`config.mk`:
```
export PLATFORM = sky130hd
export DESIGN_NAME = delay_track_gen
export DESIGN_NICKNAME = d
export VERILOG_FILES = /design/src/rtl/dtg_pkg.sv /design/src/rtl/dtg_accum.sv /design/src/rtl/dtg_step_ctl.sv /design/src/rtl/delay_track_gen.sv
export SDC_FILE = /design/constraint.sdc
export NUM_CORES = 1
export LEC_CHECK = 0
export ABC_CLOCK_PERIOD_IN_PS = 3040
export CAP_MARGIN = 30
export CORE_MARGIN = 3
export CORE_UTILIZATION = 50
export CTS_CLUSTER_SIZE = 10
export DETAILED_ROUTE_END_ITERATION = 10
export GPL_TIMING_DRIVEN = 0
export PLACE_DENSITY = 0.75
export SYNTH_ARGS = -nofsm -noshare
export SYNTH_HDL_FRONTEND = slang
export SYNTH_SLANG_ARGS = --single-unit
```
`constraint.sdc`:
```
create_clock -name clk -period 3.04 [get_ports clk]
set_input_delay 0.456 -clock clk [delete_from_list [all_inputs] [get_ports clk]]
set_output_delay 0.456 -clock clk [all_outputs]
set_load 0.02 [all_outputs]
```
`src/rtl/dtg_pkg.sv`:
```
package dtg_pkg;

    // channel assignment of the three accumulators
    localparam int unsigned CH_X  = 0;
    localparam int unsigned CH_Y  = 1;
    localparam int unsigned CH_BL = 2;
    localparam int unsigned N_CH  = 3;

    // carry direction encoding
    typedef enum logic {
        DIR_UP = 1'b0,
        DIR_DN = 1'b1
    } shift_dir_e;

endpackage

```
`src/rtl/dtg_accum.sv`:
```
module dtg_accum #(
    parameter int unsigned ERR_W  = 32,
    parameter int unsigned RATE_W = 18
) (
    input  logic              clk,
    input  logic              rst_n,
    input  logic              set_rate,
    input  logic [RATE_W-1:0] rate_in,
    input  logic              init_err,
    input  logic [ERR_W-1:0]  err_in,
    output logic              carry_o,
    output logic              dir_o,
    output logic [ERR_W-1:0]  err_o,
    output logic [RATE_W-1:0] rate_o
);
    // one guard bit above the error word exposes the wrap
    localparam int unsigned SUM_W = ERR_W + 1;
    localparam int unsigned EXT_W = SUM_W - RATE_W;

    typedef struct packed {
        logic [ERR_W-1:0]  err;
        logic [RATE_W-1:0] rate;
        logic              carry;
        logic              dir;
    } acc_state_t;

    acc_state_t st_d, st_q;
    logic [SUM_W-1:0] sum_w;
    logic [SUM_W-1:0] rate_ext;

    always_comb begin
        st_d     = st_q;
        st_d.carry = 1'b0;
        st_d.dir   = 1'b0;
        rate_ext = {{EXT_W{st_q.rate[RATE_W-1]}}, st_q.rate};
        sum_w    = {1'b0, st_q.err} + rate_ext;
        if (init_err) begin
            st_d.err = err_in;
        end else begin
            st_d.err   = sum_w[ERR_W-1:0];
            // guard bit set: overflow for a positive rate, borrow for a negative one
            st_d.carry = sum_w[ERR_W];
            st_d.dir   = sum_w[ERR_W] & st_q.rate[RATE_W-1];
        end
        if (set_rate) begin
            st_d.rate = rate_in;
        end
    end

    always_ff @(posedge clk) begin
        if (!rst_n) begin
            st_q <= '0;
        end else begin
            st_q <= st_d;
        end
    end

    assign carry_o = st_q.carry;
    assign dir_o   = st_q.dir;
    assign err_o   = st_q.err;
    assign rate_o  = st_q.rate;

endmodule

```
`src/rtl/dtg_step_ctl.sv`:
```
module dtg_step_ctl #(
    parameter int unsigned QUAD_W = 2
) (
    input  logic              clk,
    input  logic              rst_n,
    input  logic              x_carry,
    input  logic              x_dir,
    input  logic              bl_carry,
    input  logic              bl_dir,
    output logic              x_null_inc,
    output logic              x_dbl_inc,
    output logic              ph_step,
    output logic              ph_step_dn,
    output logic [QUAD_W-1:0] ph_quad
);
    localparam logic [QUAD_W-1:0] ONE_Q = QUAD_W'(1);

    typedef struct packed {
        logic              x_null;
        logic              x_dbl;
        logic              step;
        logic              step_dn;
        logic [QUAD_W-1:0] quad;
    } step_state_t;

    step_state_t st_d, st_q;

    always_comb begin
        st_d         = st_q;
        // duplicated sample -> skip one increment, deleted sample -> add one extra
        st_d.x_null  = x_carry & ~x_dir;
        st_d.x_dbl   = x_carry & x_dir;
        st_d.step    = bl_carry;
        st_d.step_dn = bl_carry & bl_dir;
        if (bl_carry) begin
            st_d.quad = bl_dir ? (st_q.quad - ONE_Q) : (st_q.quad + ONE_Q);
        end
    end

    always_ff @(posedge clk) begin
        if (!rst_n) begin
            st_q <= '0;
        end else begin
            st_q <= st_d;
        end
    end

    assign x_null_inc = st_q.x_null;
    assign x_dbl_inc  = st_q.x_dbl;
    assign ph_step    = st_q.step;
    assign ph_step_dn = st_q.step_dn;
    assign ph_quad    = st_q.quad;

endmodule

```
`src/rtl/delay_track_gen.sv`:
```
module delay_track_gen
    import dtg_pkg::*;
#(
    parameter int unsigned ERR_W  = 32,
    parameter int unsigned RATE_W = 18,
    parameter int unsigned QUAD_W = 2
) (
    input  logic                     clk,
    input  logic                     rst_n,
    input  logic [N_CH-1:0]          set_rate,
    input  logic [N_CH*RATE_W-1:0]   rate_in,
    input  logic [N_CH-1:0]          init_err,
    input  logic [N_CH*ERR_W-1:0]    err_in,
    output logic [N_CH-1:0]          carry,
    output logic [N_CH-1:0]          carry_dir,
    output logic [N_CH-1:0]          vernier,
    output logic                     x_null_inc,
    output logic                     x_dbl_inc,
    output logic                     ph_step,
    output logic                     ph_step_dn,
    output logic [QUAD_W-1:0]        ph_quad
);
    logic [ERR_W-1:0]  err_vec  [N_CH];
    logic [RATE_W-1:0] rate_vec [N_CH];

    for (genvar ch = 0; ch < N_CH; ch++) begin : g_chan
        dtg_accum #(
            .ERR_W  (ERR_W),
            .RATE_W (RATE_W)
        ) i_accum (
            .clk      (clk),
            .rst_n    (rst_n),
            .set_rate (set_rate[ch]),
            .rate_in  (rate_in[ch*RATE_W +: RATE_W]),
            .init_err (init_err[ch]),
            .err_in   (err_in[ch*ERR_W +: ERR_W]),
            .carry_o  (carry[ch]),
            .dir_o    (carry_dir[ch]),
            .err_o    (err_vec[ch]),
            .rate_o   (rate_vec[ch])
        );
        assign vernier[ch] = err_vec[ch][ERR_W-1];
    end

    dtg_step_ctl #(
        .QUAD_W (QUAD_W)
    ) i_step (
        .clk        (clk),
        .rst_n      (rst_n),
        .x_carry    (carry[CH_X]),
        .x_dir      (carry_dir[CH_X]),
        .bl_carry   (carry[CH_BL]),
        .bl_dir     (carry_dir[CH_BL]),
        .x_null_inc (x_null_inc),
        .x_dbl_inc  (x_dbl_inc),
        .ph_step    (ph_step),
        .ph_step_dn (ph_step_dn),
        .ph_quad    (ph_quad)
    );

endmodule

```
==> impl_metrics.toml <==
[cells_and_area]
syn2layout_area_growth_pct = 26.5
fin_util = 0.654
nets = 1788
finalInstanceArea_mm2 = 0.0139
register_area_mm2 = 0.00325
fillers = 1846
multi_input_area_mm2 = 0.00751
stdcell_count = 1817
drive_gt1_frac = 0.0720

[worst_setup_path]
start_kind = "register"
required_ps = 3410
timing.rr.end = "g_chan[0].i_accum.carry_o"
critical_path_class = "register to register"
rr_startpoint = "g_chan[0].i_accum.rate_o[0]"
rr_worst_depth = 13
crit_arrival_ps = 3370
reg2reg_slack_ps = 30
crit_path_end_kind = "register"
critPathMaxFanout = 3

[cts]
clock-root-buffer = "clkbuf_16"
clk_latency_ps = 440
ctsHoldBuffers = 0
numCtsBuffers = 17
cts_tree = "done"
cts_htree_levels = 4
cts.path.max_buffers = 2
clock_sinks = 162
clk_pin_slew_ps = 60

[place]
pre_cts_slack_ps = -550
io_buffers = 169
place_area_mm2 = 0.0130
gp_congestion = 0.939
placed_cells = 1766
place.detailed.hpwl_mm = 22.8

[min_path]
min_path_cells = 1
worstHoldPathType = "register to register"
holdPathEnd = "i_step.x_null_inc"
min-delay-start = "g_chan[0].i_accum.dir_o"

[job]
cap_violations = 0

[yosys]
synthCells = 1322
yosys.area.top_type_share = 0.295
yosysSeqAreaShare = 0.295
synth_edf_count = 0
ys_warn_count = 0
synth-seq-cells = 162
syn-num-nets = 1582
synth_cell_types = 81
synthTopCellsByArea = "dfxtp_1, ha_1, mux2i_1"
ys_async_sr_fraction = 0
ys.flop_type = "dfxtp_1"
postSynthAreaPerCell_um2 = 8.32
syn_area_mm2 = 0.0110
yosys.area.top_type = "dfxtp_1"

[floorplan]
core-area_mm2 = 0.0213
die_x_um = 154
die_y_um = 154
io-pin-count = 173
start_util = 0.517
die-area_mm2 = 0.0238
fp-row-count = 53

[routing]
drc = 0
antenna_left = 0
vias = 10300
vias_per_cell = 5.67
drt_iter0_drc = 540
wl_per_cell_um = 16.8
dr.pass1.iters = 7
finalWirelength_mm = 30.5

[global_routing]
grt_pass1_wl_mm = 48.1
overflow = 0
antenna_found_initial = 2
grt_max_degree = 18
gr-usage-all-layers = 0.245
grt_pass1_vias = 9684

[timing]
fmax_ghz = 0.333
min_period_ps = 3010
relSlewSlack = 0.448
finalWorstSetupSlack_ps = 33.5
setup_viol = 0
report.final.slew_viol_count = 0
tightest_slew_ps = 829
finClkSkew_ps = 12.1
hold_viol = 0
rsz0062_at_grt = "true"
post-route-period-util = 0.989

[power]
peakVddDrop_v = 0.000346
power_density_mw_per_mm2 = 431
total_leakage_power_uw = 0.00613

[status]
status = "complete, no violations"
-- area by class of cell --
type / instances / area share
repair buffers: 187 / 0.132
diodes: 1 / 0.000180
inverters: 20 / 0.00539
multi-input cells: 1064 / 0.539
clock buffers: 19 / 0.0325
flip-flops and latches: 162 / 0.234
clock inverters: 13 / 0.00908
plain buffers: 76 / 0.0230
well taps: 275 / 0.0247
-- Yosys cell counts (4+ instances only) --
cell type / n
o211a_1: 6
o211ai_1: 9
a21oi_1: 100
nor2b_1: 73
and2_1: 62
o21ai_1: 6
inv_1: 19
and3_1: 8
nand3_1: 49
o21a_1: 17
buf_1: 7
nand2b_1: 17
a31oi_1: 8
nor3_1: 14
xor2_1: 38
mux2i_1: 62
nor2_1: 54
xnor2_1: 39
nand2_1: 113
nand4_1: 18
ha_1: 99
nor3b_1: 4
a211oi_1: 16
clkbuf_1: 59
o21bai_1: 12
dfxtp_1: 162
buf_4: 9
a21o_1: 53
o21ai_0: 114
-- layout by cell type (no fill, tap or decap), types with 4 or more instances in the layout --
cell type          n
a211oi_1          13
a21o_1            53
a21oi_1           96
a21oi_2            4
a31oi_1            8
and2_1            62
and3_1             8
buf_1              7
buf_4             26
clkbuf_1          59
clkbuf_16         17
clkdlybuf4s50_1  169
clkinv_4           4
dfxtp_1          157
ha_1              98
inv_1             19
inv_6              4
mux2i_1           62
nand2_1          113
nand2b_1          17
nand3_1           49
nand4_1           18
nor2_1            54
nor2b_1           73
nor3_1            13
nor3b_1            4
o211a_1            6
o211ai_1           9
o21a_1            17
o21ai_0          110
o21ai_1            5
o21ai_2            5
o21bai_1          12
xnor2_1           39
xor2_1            38
-- where the power goes --
group	leakage [uW]	internal [uW]	switching [uW]	total, uW
Clock	0.000290	1190	955	2140
Combinational	0.00450	703	796	1500
Sequential	0.00134	2280	77.5	2360
-- worst max path at each step --
stage,from,to,slack [ps]
floorplan,g_chan[0].i_accum.err_o[0],g_chan[0].i_accum.carry_o,90
global placement,g_chan[1].i_accum.rate_o[0],g_chan[1].i_accum.carry_o,-540
detailed placement,g_chan[1].i_accum.rate_o[0],g_chan[1].i_accum.carry_o,-550
CTS,g_chan[1].i_accum.rate_o[0],g_chan[1].i_accum.carry_o,-0.7
global route,g_chan[0].i_accum.rate_o[0],g_chan[0].i_accum.carry_o,-120
finish,g_chan[0].i_accum.rate_o[0],g_chan[0].i_accum.carry_o,30
-- sequential cells by signal, summed over array words and instances (netlist names) --
register / count
i_step.x_null_inc: 1
g_chan.i_accum.dir_o: 3
i_step.x_dbl_inc: 1
g_chan.i_accum.err_o: 96
i_step.ph_quad: 2
g_chan.i_accum.rate_o: 54
i_step.ph_step_dn: 1
i_step.ph_step: 1
g_chan.i_accum.carry_o: 3
-- metal layers --
layer | vias to the layer above | share of wire | GRT usage
li1 | 5146 | - | -
met1 | 4769 | 0.46 | 0.339
met2 | 348 | 0.46 | 0.399
met3 | 40 | 0.063 | 0.0434
met4 | 0 | 0.017 | 0.0610
met5 | - | 0 | 0
-- per-stage QoR --
step	setup TNS [ps]	power [uW]	hold slack [ps]
after global placement	-3140	3810	468
after CTS	-0.682	5990	489
after global routing	-397	6280	533
final	0	6000	493
after detailed placement	-3310	3840	472
after floorplan	0	3350	405
-- worst max-delay path: stages (launching register included) --
cell	delay [ps]
dfxtp_2	330
ha_4	170
fa_2	360
a211oi_2	250
o211ai_1	170
o21a_1	180
a31oi_4	220
o211ai_1	190
a311oi_2	320
o21ai_2	110
a21o_1	180
a21oi_2	140
ha_1	240
nor2_1	80
-- timing repair --
action | CTS | global route
pin swaps | 11 | 13
endpoints found under the setup margin | 17 | 12
setup buffers | 6 | 12
gates resized for setup | 25 | 14
-- logic make-up after synthesis --
family	Yosys count	synth area share
AO/OA/AOI/OAI	388	0.226
adder cells (fa/ha/maj)	102	0.118
flip-flops	162	0.295
XOR/XNOR	77	0.0613
AND/OR/NAND/NOR	433	0.205
multiplexers	64	0.0585
buffers and inverters	96	0.0359
(Power assumes the default switching activity.)
